--- src/rtl/simd_add_pkg.sv ---
package simd_add_pkg;

  // Number of segments per lane is 2**lg; a segment starts a lane when its
  // index is a multiple of that count.
  function automatic logic lane_start(input int k, input int lg);
    return (k & ((1 << lg) - 1)) == 0;
  endfunction

  function automatic int lane_top_idx(input int k, input int lg);
    return k | ((1 << lg) - 1);
  endfunction

  function automatic logic lane_top(input int k, input int lg);
    return lane_top_idx(k, lg) == k;
  endfunction

  // Signed overflow from the operand and result sign bits (b already inverted
  // for subtraction).
  function automatic logic sign_ovf(input logic sa, input logic sb_eff, input logic sr);
    return (sa == sb_eff) && (sr != sa);
  endfunction

endpackage

--- src/rtl/sas_segment.sv ---
module sas_segment
  import simd_add_pkg::*;
#(
  parameter int SEG_W = 8
) (
  input  logic [SEG_W-1:0] a_i,
  input  logic [SEG_W-1:0] b_i,
  input  logic             sub_i,
  input  logic             cin_i,
  output logic [SEG_W-1:0] sum_o,
  output logic             cout_o,
  output logic             ovf_cand_o
);
  localparam int MSB = SEG_W - 1;

  logic [SEG_W-1:0] b_eff;

  always_comb begin
    b_eff = b_i ^ {SEG_W{sub_i}};
    {cout_o, sum_o} = {1'b0, a_i} + {1'b0, b_eff} + {{SEG_W{1'b0}}, cin_i};
    ovf_cand_o = sign_ovf(a_i[MSB], b_eff[MSB], sum_o[MSB]);
  end
endmodule

--- src/rtl/sas_clamp.sv ---
module sas_clamp #(
  parameter int SEG_W = 8
) (
  input  logic [SEG_W-1:0] wrap_i,
  input  logic             sat_i,
  input  logic             lane_ovf_i,
  input  logic             lane_neg_i,
  input  logic             is_top_i,
  output logic [SEG_W-1:0] res_o
);
  localparam logic [SEG_W-1:0] POS_TOP = {1'b0, {(SEG_W-1){1'b1}}};
  localparam logic [SEG_W-1:0] NEG_TOP = {1'b1, {(SEG_W-1){1'b0}}};

  logic [SEG_W-1:0] sat_val;

  always_comb begin
    if (is_top_i) sat_val = lane_neg_i ? NEG_TOP : POS_TOP;
    else          sat_val = lane_neg_i ? '0 : '1;
    res_o = (sat_i && lane_ovf_i) ? sat_val : wrap_i;
  end
endmodule

--- src/rtl/simd_sat_adder.sv ---
module simd_sat_adder
  import simd_add_pkg::*;
#(
  parameter int SEG_W   = 8,
  parameter int NUM_SEG = 8,
  parameter bit REG_OUT = 1'b1,
  localparam int DATA_W = SEG_W * NUM_SEG,
  localparam int MODE_W = $clog2($clog2(NUM_SEG) + 1)
) (
  input  logic              clk,
  input  logic              rst_n,
  input  logic [MODE_W-1:0] mode_i,
  input  logic              sub_i,
  input  logic              sat_i,
  input  logic [DATA_W-1:0] a_i,
  input  logic [DATA_W-1:0] b_i,
  output logic [DATA_W-1:0] sum_o,
  output logic [NUM_SEG-1:0] ovf_o
);
  logic [NUM_SEG-1:0] cin_w, cout_w, ovf_cand_w;
  logic [NUM_SEG-1:0] start_w, top_w, lane_ovf_w, lane_neg_w;
  logic [NUM_SEG-1:0] ovf_nx;
  logic [DATA_W-1:0]  wrap_w, res_w;

  // Lane geometry and broadcast of each lane's top-segment status
  always_comb begin
    for (int k = 0; k < NUM_SEG; k++) begin
      int t;
      t = lane_top_idx(k, int'(mode_i));
      start_w[k]    = lane_start(k, int'(mode_i));
      top_w[k]      = lane_top(k, int'(mode_i));
      lane_ovf_w[k] = ovf_cand_w[t];
      lane_neg_w[k] = a_i[t*SEG_W + SEG_W - 1];
      ovf_nx[k]     = top_w[k] & ovf_cand_w[k];
    end
  end

  for (genvar g = 0; g < NUM_SEG; g++) begin : g_seg
    if (g == 0) begin : g_first
      assign cin_w[g] = sub_i;
    end else begin : g_rest
      assign cin_w[g] = start_w[g] ? sub_i : cout_w[g-1];
    end

    sas_segment #(.SEG_W(SEG_W)) u_seg (
      .a_i        (a_i[g*SEG_W +: SEG_W]),
      .b_i        (b_i[g*SEG_W +: SEG_W]),
      .sub_i      (sub_i),
      .cin_i      (cin_w[g]),
      .sum_o      (wrap_w[g*SEG_W +: SEG_W]),
      .cout_o     (cout_w[g]),
      .ovf_cand_o (ovf_cand_w[g])
    );

    sas_clamp #(.SEG_W(SEG_W)) u_clamp (
      .wrap_i     (wrap_w[g*SEG_W +: SEG_W]),
      .sat_i      (sat_i),
      .lane_ovf_i (lane_ovf_w[g]),
      .lane_neg_i (lane_neg_w[g]),
      .is_top_i   (top_w[g]),
      .res_o      (res_w[g*SEG_W +: SEG_W])
    );


    add_opposite_no_ovf_chk: assert property (@(posedge clk) disable iff (!rst_n)
      (!sub_i && (a_i[g*SEG_W+SEG_W-1] != b_i[g*SEG_W+SEG_W-1])) |-> !ovf_cand_w[g]);


    sub_same_no_ovf_chk: assert property (@(posedge clk) disable iff (!rst_n)
      (sub_i && (a_i[g*SEG_W+SEG_W-1] == b_i[g*SEG_W+SEG_W-1])) |-> !ovf_cand_w[g]);


    sat_pos_clamp_chk: assert property (@(posedge clk) disable iff (!rst_n)
      (sat_i && ovf_nx[g] && !a_i[g*SEG_W+SEG_W-1])
        |-> (res_w[g*SEG_W +: SEG_W] == {1'b0, {(SEG_W-1){1'b1}}}));


    sat_neg_clamp_chk: assert property (@(posedge clk) disable iff (!rst_n)
      (sat_i && ovf_nx[g] && a_i[g*SEG_W+SEG_W-1])
        |-> (res_w[g*SEG_W +: SEG_W] == {1'b1, {(SEG_W-1){1'b0}}}));

    if (g > 0) begin : g_cut

      lane_cut_chk: assert property (@(posedge clk) disable iff (!rst_n)
        start_w[g] |-> (cin_w[g] == sub_i));
    end
  end


  wrap_passthru_chk: assert property (@(posedge clk) disable iff (!rst_n)
    !sat_i |-> (res_w == wrap_w));


  ovf_only_top_chk: assert property (@(posedge clk) disable iff (!rst_n)
    (ovf_nx & ~top_w) == '0);

  if (REG_OUT) begin : g_reg
    always_ff @(posedge clk or negedge rst_n) begin
      if (!rst_n) begin
        sum_o <= '0;
        ovf_o <= '0;
      end else begin
        sum_o <= res_w;
        ovf_o <= ovf_nx;
      end
    end


    out_reg_chk: assert property (@(posedge clk) disable iff (!rst_n)
      1'b1 |=> (sum_o == $past(res_w)) && (ovf_o == $past(ovf_nx)));
  end else begin : g_comb
    assign sum_o = res_w;
    assign ovf_o = ovf_nx;
  end
endmodule

--- config.mk ---
export PLATFORM = sky130hd
export DESIGN_NAME = simd_sat_adder
export DESIGN_NICKNAME = d
export VERILOG_FILES = /design/src/rtl/simd_add_pkg.sv /design/src/rtl/sas_segment.sv /design/src/rtl/sas_clamp.sv /design/src/rtl/simd_sat_adder.sv
export SDC_FILE = /design/constraint.sdc
export NUM_CORES = 1
export LEC_CHECK = 0
export ABC_AREA = 1
export BUFFER_PORTS_ARGS = -buffer_cell sky130_fd_sc_hd__buf_2
export CORE_AREA = 2 2 121 123
export DETAILED_ROUTE_END_ITERATION = 6
export DIE_AREA = 0 0 123 125
export PLACE_DENSITY = 0.84
export SLEW_MARGIN = 0
export SYNTH_ARGS = -nofsm -noshare
export SYNTH_HDL_FRONTEND = slang
export SYNTH_SLANG_ARGS = --single-unit
--- constraint.sdc ---
create_clock -name clk -period 1.3 [get_ports clk]
set_input_delay 0.325 -clock clk [delete_from_list [all_inputs] [get_ports clk]]
set_output_delay 0.325 -clock clk [all_outputs]
set_load 0.01 [all_outputs]
==> impl_metrics.csv, run 1 <==
group,metric,value,unit
setup_path,path_class,"in -> reg",
logic_synthesis,avgSynthCellArea,7.97,sq um
logic_synthesis,synth.top_cells.by_area,"dfrtp_1 29%, nand2_1 12%, ha_1 12%, xor2_1 11%, inv_1 5.6%",
logic_synthesis,syn_area,0.00626,sq mm
logic_synthesis,synth_fa_ha_area_share,16.4,%
power_and_ir_drop,vdd_ir_drop_max,743,uV
logic_synthesis,synth.distinct_cells,40,
timing,worst_slew_pin_slew,757,ps
setup_path,cp.required,1530,ps
placed_design,portBuffers,205,
timing,fmax,82.1,MHz
detailed_routing,totalWireLength,25.2,mm
power_and_ir_drop,pwr_density_cell,1200,mW/mm^2
cts,numCtsBuffers,9,
placed_design,dp.cells,1324,
timing,hold_viol_final,24,
logic_synthesis,synth_simple_gate_area_share,23.2,%
power_and_ir_drop,comb_power_share,57.7,%
logic_synthesis,synth_top_family_by_area,"simple AND/OR/NAND/NOR gates",
timing,final.setup.tns,-727390,ps
die,start_util,44.1,%
detailed_routing,avgViaCountPerCell,5.26,
finish,layout-drive-gt1-share,52.6,%
global_routing,grt_pass1_vias,7672,
status,status,"complete, but fails checks",
timing,setup_viol_count_final,72,
global_routing,overflow,0,
job,max_cap_violations,0,
detailed_routing,drt_pass1_iterations,5,
die,die_h,125,um
detailed_routing,num_vias,7664,
logic_synthesis,synth_top_cell_by_area,"dfrtp_1",
finish,area_growth,68.8,%
finish,fin_area,0.0106,sq mm
die,die_area,0.0154,sq mm
placed_design,hpwl,15.2,mm
status,violations,"negative hold slack, negative setup slack",
logic_synthesis,synthMuxAreaShare,0,%
setup_path,cp-end-kind,"register",
finish,fillers,900,
logic_synthesis,async_flop_share,100,%
logic_synthesis,yosysSeqAreaShare,28.8,%
timing,finalCritPeriodShare,937,%
cts,cts_max_level,3,
setup_path,crit_slowest_cell,"fa_2",
global_routing,grt_pass1_wl,36.3,mm
die,die_x,123,um
placed_design,gp_congestion,0.901,
die,core_area,0.0142,sq mm
setup_path,cp_max_fo,6,
timing,slew_viol_final,0,
placed_design,placed_area,0.00882,sq mm
cts,clock_path_buffers,2,
power_and_ir_drop,switching_share,38.5,%
setup_path,arrival,12400,ps
logic_synthesis,synth_seq_cells,72,
global_routing,antenna_found_initial,1,
die,io-pin-count,206,
cts,cts_tree,"built",
timing,min_period,12180,ps
logic_synthesis,syn_nets,993,
worst_hold_path,hp-class,"in -> async",
power_and_ir_drop,switchingPower,0.00489,W
finish,stdcell_count,1456,
global_routing,track_usage,30.2,%
logic_synthesis,synth-compound-area-share,9.67,%
power_and_ir_drop,p_int,0.00783,W
die,fp-row-count,44,
finish,final_cell_mix,"255 x buf_4, 203 x buf_2, 156 x nand2_1",
setup_path,slowest_delay,420,ps
logic_synthesis,yosys_warnings,0,
power_and_ir_drop,p_leak,5.88,nW
timing,finalWorstSetupSlack,-10880,ps
logic_synthesis,synth-xor-area-share,14.7,%
logic_synthesis,synth_cells,786,
detailed_routing,ant_nets,0,
timing,rsz0062_at_grt,"yes",
cts,clock_sinks,72,
finish,fin_nets,1475,
detailed_routing,drt_iter0_markers,496,
power_and_ir_drop,p_clk_share,17.6,%
cts,clkTransAtPathRegs,60,ps
cts,cts_root_buffer,"clkbuf_16",
timing,relSlewSlack,49.0,%
detailed_routing,drcViolationCount,0,
detailed_routing,wire_per_inst,17.3,um
finish,mostFrequentLayoutCell,"buf_4",
logic_synthesis,synth_enable_flop_cells,0,
logic_synthesis,synth_top_area_share,28.8,%
setup_path,cp-start-kind,"input port",
timing,whs,-26.8,ps
global_routing,grt_max_degree,73,
power_and_ir_drop,p_seq_share,24.7,%
logic_synthesis,ys.flop_type,"dfrtp_1",
setup_path,cp_common_cell,"buf_4",
[per-stage QoR]
step | utilization [%] | power [W] | setup WS [ps]
2_1_floorplan | - | 0.00613 | -9990
3_3_place_gp | 62.1 | 0.00841 | -10540
3_5_place_dp | 62.1 | 0.00859 | -10940
4_1_cts | 71.1 | 0.0118 | -10360
5_1_grt | 74.5 | 0.0134 | -11540
6_report | 74.5 | 0.0127 | -10880
[worst max-delay path: cells and delay by family]
| family | cells | cell delay (ps) |
|---|---|---|
| fa+ha+maj | 11 | 4000 |
| buf+inv | 38 | 3710 |
| compound gates | 22 | 2640 |
| simple gates | 18 | 1420 |
| xor+xnor | 2 | 290 |
[power by group through the flow]
stage	logic (W)	registers [W]	clock network (W)
2_1_floorplan	0.00262	0.00351	0
3_3_place_gp	0.00525	0.00316	0
3_5_place_dp	0.00544	0.00315	0
4_1_cts	0.00641	0.00314	0.00222
5_1_grt	0.00788	0.00319	0.00233
6_report	0.00734	0.00315	0.00224
[Yosys cell counts (9+ instances only)]
master	number
fa_1	15
nand3b_1	10
nor2_1	31
o21ai_0	45
dfrtp_1	72
nand4_1	9
nand2_1	197
inv_1	93
xnor2_1	27
a21oi_1	36
nand3_1	34
xor2_1	76
nand2_2	9
ha_1	58
[state kept, by name, indices dropped and copies added, names as in the netlist]
| register | flops |
|---|---|
| ovf_o | 8 |
| sum_o | 64 |
[what timing repair did]
item | in CTS | in global routing
pin swaps | 25 | 56
gates resized for setup | 61 | 98
gates cloned | 2 | 1
hold buffers | 0 | 0
endpoints found under the setup margin | 72 | 72
setup buffers | 96 | 21
[layout make-up]
class | count | area (sq um) | area share, %
inverter | 101 | 392 | 3.70
antenna | 1 | 2.50 | 0.0237
clock inverter | 1 | 5.00 | 0.0473
tap | 184 | 230 | 2.18
sequential | 72 | 1800 | 17.0
timing repair buffer | 482 | 3280 | 31.0
multi-input combinational | 602 | 4620 | 43.7
clock buffer | 13 | 250 | 2.37
[metal layers]
layer / vias up / GRT usage (%) / part of all wire (%)
met3: 148 / 4.88 / 6.4
met4: 0 / 17.1 / 7.0
met2: 435 / 54.9 / 51
met5: - / 0 / 0
met1: 3599 / 32.8 / 35
li1: 3482 / - / -
[worst paths after layout]
kind                         from        end  slack [ps]
min in group clk           a_i[0]   sum_o[0]         300
max                         sub_i  sum_o[44]      -10880
min                         rst_n  sum_o[36]         -30
max in group asynchronous   rst_n  sum_o[47]         970
[kinds of logic (layout without fill, tap and decap cells)]
family / after synthesis / after routing
compound gates: 107 / 107
flops: 72 / 72
buf+inv: 114 / 597
simple gates: 316 / 318
xor+xnor: 104 / 104
fa+ha+maj: 73 / 73
other cells: 0 / 1
No activity file was read; power rests on OpenSTA's default activity.
==> run 2, diff against run 1 <==
--- a/config.mk
+++ b/config.mk
@@ -7,10 +7,13 @@
 export LEC_CHECK = 0
 export ABC_AREA = 1
 export BUFFER_PORTS_ARGS = -buffer_cell sky130_fd_sc_hd__buf_2
-export CORE_AREA = 2 2 121 123
+export CELL_PAD_IN_SITES_DETAIL_PLACEMENT = 1
+export CELL_PAD_IN_SITES_GLOBAL_PLACEMENT = 1
+export CORE_AREA = 2 2 129 131
 export DETAILED_ROUTE_END_ITERATION = 6
-export DIE_AREA = 0 0 123 125
-export PLACE_DENSITY = 0.84
+export DIE_AREA = 0 0 131 133
+export PLACE_DENSITY = 0.95
+export RECOVER_POWER = 25
 export SLEW_MARGIN = 0
 export SYNTH_ARGS = -nofsm -noshare
 export SYNTH_HDL_FRONTEND = slang
==> run 2 against run 1 <==
Compared with the run above:
- the run ends with negative setup slack left
- sequential power up 2%
- via count up 17%
- clock-buffer cell count down 3
- final cell count up 2.3%
- non-clock buffer count down 7
- sequential share of layout area down 0.35 points
==> impl_metrics.csv, run 2 (synthesis gave the netlist of run 1 again) <==
group,metric,value,unit
status,status,"complete, but fails checks",
status,violations,"negative setup slack",
timing,fmax,75.9,MHz
timing,finalWorstSetupSlack,-11870,ps
finish,largest_register_ffs,64,
finish,layout-drive-gt1-share,55.9,%
setup_path,cp-end-kind,"register",
global_routing,overflow,0,
die,core_area,0.0162,sq mm
timing,slew_viol_final,0,
timing,relSlewSlack,22.7,%
die,io-pin-count,206,
detailed_routing,wire_per_inst,29.2,um
die,die_x,131,um
detailed_routing,ant_nets,0,
finish,area_growth,72.3,%
worst_hold_path,hp-class,"in -> async",
placed_design,portBuffers,205,
detailed_routing,num_vias,8975,
timing,whs,297,ps
placed_design,gp_congestion,0.866,
global_routing,grt_max_degree,73,
cts,cts_root_buffer,"clkbuf_16",
cts,cts_tree,"built",
finish,reg_top3,"sum_o: 64 flops, ovf_o: 8 flops",
timing,min_period,13170,ps
timing,rsz0062_at_grt,"yes",
setup_path,arrival,13400,ps
cts,hold_buffers,0,
placed_design,dp.cells,1360,
finish,fin_nets,1467,
die,die_h,133,um
cts,cts_max_level,3,
setup_path,slowest_delay,460,ps
finish,stdcell_count,1490,
die,fp-row-count,47,
detailed_routing,drt_pass1_iterations,5,
job,max_cap_violations,0,
power_and_ir_drop,p_leak,5.88,nW
power_and_ir_drop,pwr_density_cell,1340,mW/mm^2
timing,worst_slew_pin_slew,1160,ps
finish,top_register,"sum_o",
setup_path,crit_slowest_cell,"fa_2",
timing,setup_viol_count_final,72,
global_routing,track_usage,39.7,%
power_and_ir_drop,vdd_ir_drop_max,795,uV
detailed_routing,totalWireLength,43.6,mm
finish,fillers,1949,
cts,clock_sinks,72,
setup_path,cp.required,1520,ps
placed_design,placed_area,0.00884,sq mm
global_routing,grt_pass1_wl,51.7,mm
detailed_routing,drcViolationCount,0,
finish,fin_area,0.0108,sq mm
die,die_area,0.0174,sq mm
finish,final_cell_mix,"254 x buf_4, 201 x buf_2, 128 x nand2_1",
detailed_routing,avgViaCountPerCell,6.02,
setup_path,cp_common_cell,"nand2_2",
setup_path,cp_max_fo,9,
setup_path,cp-start-kind,"input port",
cts,clkTransAtPathRegs,70,ps
power_and_ir_drop,finalPower,0.0144,W
timing,final.setup.tns,-789480,ps
setup_path,path_class,"in -> reg",
timing,finalCritPeriodShare,1010,%
finish,mostFrequentLayoutCell,"buf_4",
timing,hold_viol_final,0,
global_routing,grt_pass1_vias,9242,
cts,numCtsBuffers,9,
die,start_util,38.7,%
detailed_routing,drt_iter0_markers,718,
placed_design,hpwl,20.0,mm
global_routing,antenna_found_initial,5,
cts,clock_path_buffers,2,
## run 2: changes by cell type in the layout (fill, tap and decap cells not counted), moves of 4 or more
cell,change
nand2_2,+20
diode_2,+5
nor2_4,+4
nand2_1,-28
o21ai_4,+6
a21oi_4,+4
o21ai_1,-6
nand2_4,+10
buf_12,-4
## run 2: layout make-up
type	instances	area (sq um)	area share [%]
flip-flops and latches	72	1800	16.7
clock buffers	10	239	2.21
clock inverters	5	33.8	0.313
repair buffers	475	3160	29.2
diodes	6	15.0	0.139
well taps	220	275	2.55
inverters	101	403	3.73
multi-input cells	601	4870	45.1
## run 2: per-stage QoR
| step | utilization, % | setup slack, ps |
|---|---|---|
| after floorplan | - | -9990 |
| after global placement | 54.7 | -10570 |
| after detailed placement | 54.7 | -11350 |
| after CTS | 61.5 | -10620 |
| after global routing | 66.7 | -12180 |
| final | 66.8 | -11870 |
## run 2: path summary, 6_finish.rpt
kind / startpoint / cells past startpoint / endpoint
min in group clk: a_i[63] / 4 / sum_o[58]
min: rst_n / 2 / sum_o[59]
max: a_i[0] / 83 / sum_o[9]
max in group asynchronous: rst_n / 2 / sum_o[18]
## run 2: per-layer routing
metal	track usage (%)	wire length [um]
met2	72.4	20900
met4	29.6	5680
met1	38.2	13300
met3	8.25	3680
met5	0	0
## run 2: power by group
group / internal (W) / leakage (nW) / switching [W]
clock: 0.00133 / 0.130 / 0.00115
combinational: 0.00372 / 4.89 / 0.00501
sequential: 0.00292 / 0.865 / 0.000305
## run 2: repair_timing
action	CTS	global route
resized for setup	64	159
hold endpoints to repair	0	0
setup buffers	77	30
pin swaps	21	60
cloned	0	2
setup endpoints to repair	72	72
## run 2: critical path: cells and delay by family
family | cells | cell delay [ps]
adder cells (fa/ha/maj) | 14 | 5290
AO/OA/AOI/OAI | 29 | 3920
AND/OR/NAND/NOR | 37 | 3610
buffers and inverters | 3 | 200
